===== src/rtl/mdm_pkg.sv =====
package mdm_pkg;
  localparam int unsigned PHY_AW   = 5;
  localparam int unsigned PHY_CNT  = 1 << PHY_AW;
  localparam int unsigned DATA_W   = 16;
  localparam int unsigned PRE_LEN  = 32;
  localparam int unsigned HDR_LEN  = 2 + 2 + 2 * PHY_AW;
  localparam int unsigned TA_POS   = PRE_LEN + HDR_LEN;
  localparam int unsigned DAT_POS  = TA_POS + 2;
  localparam int unsigned FRM_BITS = DAT_POS + DATA_W;
  localparam int unsigned IDX_W    = $clog2(FRM_BITS);

  typedef enum logic [1:0] {
    CSR_REV   = 2'd0,
    CSR_CTRL  = 2'd1,
    CSR_ALIVE = 2'd2,
    CSR_CMD   = 2'd3
  } csr_sel_e;

  typedef struct packed {
    logic              wr;
    logic [PHY_AW-1:0] phy;
    logic [PHY_AW-1:0] regad;
    logic [DATA_W-1:0] data;
  } mdm_cmd_t;
endpackage


===== src/rtl/mdm_mdc_gen.sv =====
module mdm_mdc_gen #(
  parameter int unsigned DIV_W = 16
) (
  input  logic             clk,
  input  logic             rst_n,
  input  logic             run,
  input  logic [DIV_W-1:0] div,
  output logic             mdc,
  output logic             rise_stb,
  output logic             fall_stb
);
  logic [DIV_W-1:0] eff, half, cnt_q, cnt_d;
  logic [DIV_W:0]   sum;
  logic             mdc_q, mdc_d;

  always_comb begin
    eff  = (div == '0) ? DIV_W'(1) : div;
    sum  = {1'b0, eff} + 1'b1;
    half = sum[DIV_W:1];
    if (!run)              cnt_d = '0;
    else if (cnt_q >= eff) cnt_d = '0;
    else                   cnt_d = cnt_q + 1'b1;
    mdc_d    = run && (cnt_d < half);
    rise_stb = mdc_d & ~mdc_q;
    fall_stb = ~mdc_d & mdc_q;
  end

  always_ff @(posedge clk or negedge rst_n) begin
    if (!rst_n) begin
      cnt_q <= '0;
      mdc_q <= 1'b0;
    end else begin
      cnt_q <= cnt_d;
      mdc_q <= mdc_d;
    end
  end

  assign mdc = mdc_q;
endmodule


===== src/rtl/mdm_frame.sv =====
module mdm_frame
  import mdm_pkg::*;
(
  input  logic              clk,
  input  logic              rst_n,
  input  logic              start,
  input  mdm_cmd_t          cmd,
  input  logic              rise_stb,
  input  logic              fall_stb,
  input  logic              mdio_i,
  output logic              busy,
  output logic              done,
  output logic              ack,
  output logic [DATA_W-1:0] rdata,
  output logic              mdio_o,
  output logic              mdio_oe
);
  logic                busy_q, busy_d, wait_q, wait_d, done_q, done_d;
  logic                wr_q, wr_d, ack_q, ack_d, o_q, o_d, oe_q, oe_d;
  logic [IDX_W-1:0]    idx_q, idx_d, didx;
  logic [FRM_BITS-1:0] tx_q, tx_d;
  logic [DATA_W-1:0]   rx_q, rx_d;

  always_comb begin
    busy_d = busy_q; wait_d = wait_q; idx_d = idx_q; tx_d = tx_q;
    wr_d = wr_q; ack_d = ack_q; rx_d = rx_q; o_d = o_q; oe_d = oe_q;
    done_d = 1'b0;
    didx   = wait_q ? '0 : idx_q + 1'b1;
    if (start && !busy_q && !done_q) begin
      busy_d = 1'b1;
      wait_d = 1'b1;
      idx_d  = '0;
      wr_d   = cmd.wr;
      tx_d   = {{PRE_LEN{1'b1}}, 2'b01, (cmd.wr ? 2'b01 : 2'b10),
                cmd.phy, cmd.regad, 2'b10, cmd.data};
    end else if (busy_q) begin
      if (fall_stb) begin
        wait_d = 1'b0;
        idx_d  = didx;
        o_d    = tx_q[IDX_W'(FRM_BITS - 1) - didx];
        oe_d   = wr_q || (didx < IDX_W'(TA_POS));
      end
      if (rise_stb && !wait_q) begin
        if (idx_q == IDX_W'(TA_POS + 1)) ack_d = ~mdio_i;
        if (idx_q >= IDX_W'(DAT_POS))    rx_d  = {rx_q[DATA_W-2:0], mdio_i};
        if (idx_q == IDX_W'(FRM_BITS - 1)) begin
          busy_d = 1'b0;
          done_d = 1'b1;
        end
      end
    end else if (fall_stb) begin
      oe_d = 1'b0;
      o_d  = 1'b1;
    end
  end

  always_ff @(posedge clk or negedge rst_n) begin
    if (!rst_n) begin
      busy_q <= 1'b0; wait_q <= 1'b0; done_q <= 1'b0; idx_q <= '0;
      tx_q <= '0; wr_q <= 1'b0; ack_q <= 1'b0; rx_q <= '0;
      o_q <= 1'b1; oe_q <= 1'b0;
    end else begin
      busy_q <= busy_d; wait_q <= wait_d; done_q <= done_d; idx_q <= idx_d;
      tx_q <= tx_d; wr_q <= wr_d; ack_q <= ack_d; rx_q <= rx_d;
      o_q <= o_d; oe_q <= oe_d;
    end
  end

  assign busy    = busy_q | done_q;
  assign done    = done_q;
  assign ack     = ack_q;
  assign rdata   = rx_q;
  assign mdio_o  = o_q;
  assign mdio_oe = oe_q;
endmodule


===== src/rtl/mdio_mgmt_ctrl.sv =====
module mdio_mgmt_ctrl
  import mdm_pkg::*;
#(
  parameter int unsigned       DIV_W     = 16,
  parameter logic [DIV_W-1:0]  DIV_RST   = DIV_W'(63),
  parameter logic [PHY_AW-1:0] POLL_REG  = PHY_AW'(1),
  parameter logic [7:0]        REV_MAJOR = 8'd1,
  parameter logic [7:0]        REV_MINOR = 8'd4
) (
  input  logic        clk,
  input  logic        rst_n,
  input  logic        csr_we,
  input  logic [1:0]  csr_addr,
  input  logic [31:0] csr_wdata,
  output logic [31:0] csr_rdata,
  output logic        mdc,
  output logic        mdio_o,
  output logic        mdio_oe,
  input  logic        mdio_i
);
  logic [1:0]         rst_sync;
  logic               rst_ns;
  logic               en_q, en_d, go_q, go_d, uack_q, uack_d, own_q, own_d;
  logic [DIV_W-1:0]   div_q, div_d;
  mdm_cmd_t           ucmd_q, ucmd_d, fcmd;
  logic [PHY_CNT-1:0] alive_q, alive_d;
  logic [PHY_AW-1:0]  ptr_q, ptr_d;
  logic               launch_user, launch_scan, frm_busy, frm_done, frm_ack;
  logic [DATA_W-1:0]  frm_rdata;
  logic               rise_stb, fall_stb, mdc_run;
  logic               unused_wbits;

  assign unused_wbits = ^csr_wdata[29:26];

  // reset asserted asynchronously, released on a clock edge
  always_ff @(posedge clk or negedge rst_n) begin
    if (!rst_n) rst_sync <= 2'b00;
    else        rst_sync <= {rst_sync[0], 1'b1};
  end
  assign rst_ns = rst_sync[1];

  assign launch_user = en_q && go_q && !frm_busy;
  assign launch_scan = en_q && !go_q && !frm_busy;
  assign mdc_run     = en_q || frm_busy || mdio_oe;

  always_comb begin
    fcmd = launch_user ? ucmd_q
                       : '{wr: 1'b0, phy: ptr_q, regad: POLL_REG, data: '0};
  end

  always_comb begin
    en_d = en_q; div_d = div_q; go_d = go_q; uack_d = uack_q;
    ucmd_d = ucmd_q; alive_d = alive_q; ptr_d = ptr_q; own_d = own_q;
    if (launch_user)      own_d = 1'b1;
    else if (launch_scan) own_d = 1'b0;
    if (csr_we && (csr_sel_e'(csr_addr) == CSR_CTRL)) begin
      en_d  = csr_wdata[30];
      div_d = csr_wdata[DIV_W-1:0];
    end
    if (csr_we && (csr_sel_e'(csr_addr) == CSR_CMD) && !go_q) begin
      go_d   = csr_wdata[31];
      uack_d = 1'b0;
      ucmd_d = '{wr: csr_wdata[30], regad: csr_wdata[25:21],
                 phy: csr_wdata[20:16], data: csr_wdata[15:0]};
    end
    if (frm_done) begin
      if (own_q) begin
        go_d   = 1'b0;
        uack_d = !ucmd_q.wr && frm_ack;
        if (!ucmd_q.wr && frm_ack) ucmd_d.data = frm_rdata;
      end else begin
        alive_d[ptr_q] = frm_ack;
        ptr_d          = ptr_q + 1'b1;
      end
    end
  end

  always_ff @(posedge clk or negedge rst_ns) begin
    if (!rst_ns) begin
      en_q <= 1'b0; div_q <= DIV_RST; go_q <= 1'b0; uack_q <= 1'b0;
      ucmd_q <= '0; alive_q <= '0; ptr_q <= '0; own_q <= 1'b0;
    end else begin
      en_q <= en_d; div_q <= div_d; go_q <= go_d; uack_q <= uack_d;
      ucmd_q <= ucmd_d; alive_q <= alive_d; ptr_q <= ptr_d; own_q <= own_d;
    end
  end

  always_comb begin
    csr_rdata = '0;
    case (csr_sel_e'(csr_addr))
      CSR_REV:   csr_rdata[15:0] = {REV_MAJOR, REV_MINOR};
      CSR_CTRL: begin
        csr_rdata[31]        = ~frm_busy;
        csr_rdata[30]        = en_q;
        csr_rdata[DIV_W-1:0] = div_q;
      end
      CSR_ALIVE: csr_rdata = 32'(alive_q);
      CSR_CMD:   csr_rdata = {go_q, ucmd_q.wr, uack_q, 3'b000, ucmd_q.regad,
                              ucmd_q.phy, ucmd_q.data};
      default:   csr_rdata = '0;
    endcase
  end

  mdm_mdc_gen #(.DIV_W(DIV_W)) u_mdc (
    .clk(clk), .rst_n(rst_ns), .run(mdc_run), .div(div_q),
    .mdc(mdc), .rise_stb(rise_stb), .fall_stb(fall_stb)
  );

  mdm_frame u_frm (
    .clk(clk), .rst_n(rst_ns), .start(launch_user || launch_scan), .cmd(fcmd),
    .rise_stb(rise_stb), .fall_stb(fall_stb), .mdio_i(mdio_i),
    .busy(frm_busy), .done(frm_done), .ack(frm_ack), .rdata(frm_rdata),
    .mdio_o(mdio_o), .mdio_oe(mdio_oe)
  );
endmodule


===== config.mk =====
export PLATFORM = sky130hd
export DESIGN_NAME = mdio_mgmt_ctrl
export DESIGN_NICKNAME = d
export VERILOG_FILES = /design/src/rtl/mdm_pkg.sv /design/src/rtl/mdm_mdc_gen.sv /design/src/rtl/mdm_frame.sv /design/src/rtl/mdio_mgmt_ctrl.sv
export SDC_FILE = /design/constraint.sdc
export NUM_CORES = 1
export LEC_CHECK = 0
export ABC_AREA = 1
export BUFFER_PORTS_ARGS = -buffer_cell sky130_fd_sc_hd__buf_2
export CORE_ASPECT_RATIO = 0.6
export CORE_UTILIZATION = 55
export CTS_BUF_LIST = sky130_fd_sc_hd__clkbuf_16
export CTS_CLUSTER_DIAMETER = 30
export DETAILED_ROUTE_END_ITERATION = 6
export PLACE_DENSITY_LB_ADDON = 0.12
export REMOVE_ABC_BUFFERS = 1
export SYNTH_ARGS = -nofsm -noshare
export SYNTH_HDL_FRONTEND = slang
export SYNTH_SLANG_ARGS = --single-unit

===== constraint.sdc =====
create_clock -name clk -period 6.7 [get_ports clk]
set_clock_uncertainty 0.05 [all_clocks]
set_input_delay 1.005 -clock clk [delete_from_list [all_inputs] [get_ports clk]]
set_output_delay 1.005 -clock clk [all_outputs]
set_load 0.02 [all_outputs]

==> results.cfg <==
[clock_network]
root_buffer = clkbuf_16
cts_buffers = 17
cts_setup_buffers = 0
worstSkewPairLatency_ps = 430
cts.sinks = 160
cts-htree-levels = 4
clk_pin_slew_ps = 80
clockBufferDepth = 2
cts_resized = 0
ctsHoldBuffers = 0
cts_tree = built

[timing]
tightest_slew_ps = 1093
finalSetupViolCount = 0
max_freq_mhz = 188.3
rsz0062_at_grt = no
min_period_over_period = 0.7928
timing.final.crit_period_ps = 5312
drv_slew = 0
hold_viol = 0
tns_ps = 0
slew_headroom = 0.2654

[setup_path]
cp.required_ps = 7010
critPathBufInv = 2
path_class = reg -> reg
critical_path.top_delay_family = simple AND/OR/NAND/NOR gates
crit_chain = nor4_1 > nand3_1 > nand2_1 > ha_1 > nand4_1 > nor2_1 > nor2_1 > nand2_1 > nand2_1 > nand3_1 > a311oi_1 > ha_1 > nand2_1 > inv_1 > o21ai_0 > o2111ai_1 > inv_1 > nand3_4 > nor2_4 > nand3_1 > nand2_1
crit_top_cell = nand2_1
start_kind = register
worstPathMaxFanout = 17
arrival_ps = 5620
crit_slowest_cell = nor4_1
cp-end-kind = register
slowest_delay_ps = 640

[floorplan]
core_area_um2 = 14890
die_w_um = 163.5
io_pins = 73
dieArea_um2 = 16170
row_count = 34
die_h_um = 98.89
initial_utilization = 0.5779

[yosys]
synth-edff-count = 0
netlist_top_cells_area = dfrtp_1 (44%), nand2_1 (9.1%), inv_1 (6.1%), ha_1 (5.4%), nor2_1 (4.7%)
synth_top_family_by_area = simple AND/OR/NAND/NOR gates
yosysWarnings = 0
synth.mux.area_fraction = 0
yosysTopAreaCell = dfrtp_1
synth_xor_area_frac = 0.01323
ys_top_cells_by_count = nand2_1 (209), dfrtp_1 (153), inv_1 (140)
synth_top_area_frac = 0.4450
synth-compound-area-share = 0.1664
synth_seq_area_share = 0.4663
ys.flop_type = dfrtp_1
synthArstFlopShare = 1.000
synth-seq-cells = 160
synthSimpleGateAreaFrac = 0.2152
synth_cell_types = 47
synth_cells = 1068
synth_fa_ha_area_frac = 0.05380
syn_area_per_cell_um2 = 8.057
synth.most_common_cell = nand2_1
synth_area_um2 = 8605

[global_route]
grt_pass1_wl_um = 38760
grt_antenna_before_repair = 0
grt_overflow_total = 0
use_met1 = 0.5301
use_met2 = 0.4003
met3_usage = 0.08418
grt_pass1_vias = 7011
grt_busiest_layer = met1
grtUsageTotal = 0.3169
grt_max_degree = 76

[job]
timing.max_cap.violations = 0

[pwr]
total_leakage_power_uw = 0.004774
powerDensity_nw_per_um2 = 324.3
total_power_uw = 3128
peakVddDrop_uv = 185.6

[place]
portBuffers = 68
place_inst = 1300
hpwl_um = 17280
place.gp.congestion = 0.8824

[detailed_routing]
dr.pass1.iters = 5
drc = 0
num_vias = 7571
post_drt_via_cell_ratio = 5.684
ant_nets = 0
routed_wl_um = 24230
wire_per_inst_um = 18.19
first_iter_violations = 827

[outcome]
status = completed

[hold_path]
min_path_type = in -> async

[cells_and_area]
fillers = 1327
fin_nets = 1196
finalCoreUtilization = 0.6479
final_cells = 1332
drive_gt1_frac = 0.1199
seq_area_um2 = 4016
multi_input_area_um2 = 3866
area_delta_synth_final_pct = 12.11
antenna_cells = 0
cell families after synthesis:
family | Yosys count
fa+ha+maj | 37
other cells | 1
compound gates | 244
buf+inv | 187
xor+xnor | 13
simple gates | 426
flops | 160
layout make-up:
| type | instances | share of cell area |
|---|---|---|
| Tap cell | 198 | 0.02568 |
| Inverter | 147 | 0.05746 |
| Clock inverter | 15 | 0.01569 |
| Clock buffer | 17 | 0.04410 |
| Multi-Input combinational cell | 721 | 0.4008 |
| Timing Repair Buffer | 74 | 0.03995 |
| Sequential cell | 160 | 0.4163 |
worst paths after layout:
kind	to	slack, ps	startpoint	cells past startpoint
hold reg to reg	u_mdc.cnt_q[15]	320	rst_sync[1]	0
max in group asynchronous	u_frm.tx_q[25]	4830	rst_sync[1]	1
hold / removal	rst_sync[1]	290	rst_n	1
min in group clk	rst_sync[1]	320	rst_sync[0]	0
setup reg to reg	u_frm.ack	1390	div_q[13]	21
setup / recovery	u_frm.ack	1390	div_q[13]	21
cell usage in the layout, fill, tap and decap left out, drive strengths merged, types with 5 or more instances in the layout:
cell type    n
nand2      212
dfrtp      153
inv        152
nor2       116
o21ai       82
buf         74
nand3       72
a21oi       64
ha          37
a31oi       27
o22ai       25
o221ai      17
o21bai      17
clkbuf      17
xor2        11
nand4       10
clkinv       9
nor3         8
dfstp        7
nor4         5
flip-flops by register name, summed over array words and instances (netlist names), 2 cells and up:
name,flops
u_mdc.cnt_q,16
u_frm.rdata,16
u_frm.idx_q,6
rst_sync,2
ptr_q,5
div_q,16
alive_q,32
ucmd_q,27
u_frm.tx_q,29
per-layer routing:
metal  share of wire  routed length [um]
met3           0.098                2374
met1            0.51               12410
met4          0.0064                 156
met5               0                   0
met2            0.38                9287
stage by stage:
step | worst slack (ps) | instance area [um^2] | hold slack, ps
final | 1388 | 9647 | 285.0
after global routing | 1169 | 9647 | 267.8
after CTS | 1665 | 9647 | 279.2
after detailed placement | 1715 | 9070 | 286.4
after global placement | 1699 | 9070 | 299.0
after floorplan | 1874 | 8431 | 281.2
worst reg2reg max path, cell delays in order, from the launching register on:
cell and delay, ps:
dfrtp_1 400, nor4_1 640, nand3_1 320, nand2_1 170, ha_1 230, nand4_1 110
nor2_1 50, nor2_1 70, nand2_1 70, nand2_1 90, nand3_1 490, a311oi_1 540
ha_1 310, nand2_1 70, inv_1 30, o21ai_0 190, o2111ai_1 310, inv_1 300
nand3_4 110, nor2_4 420, nand3_1 150, nand2_1 120
where the power goes:
group          internal [uW]  total (uW)  switching [uW]
sequential              1160        1310             147
combinational            283         853             569
clock                    526         968             443
total                   1970        3130            1160
Power figures use the tool's default switching activity.
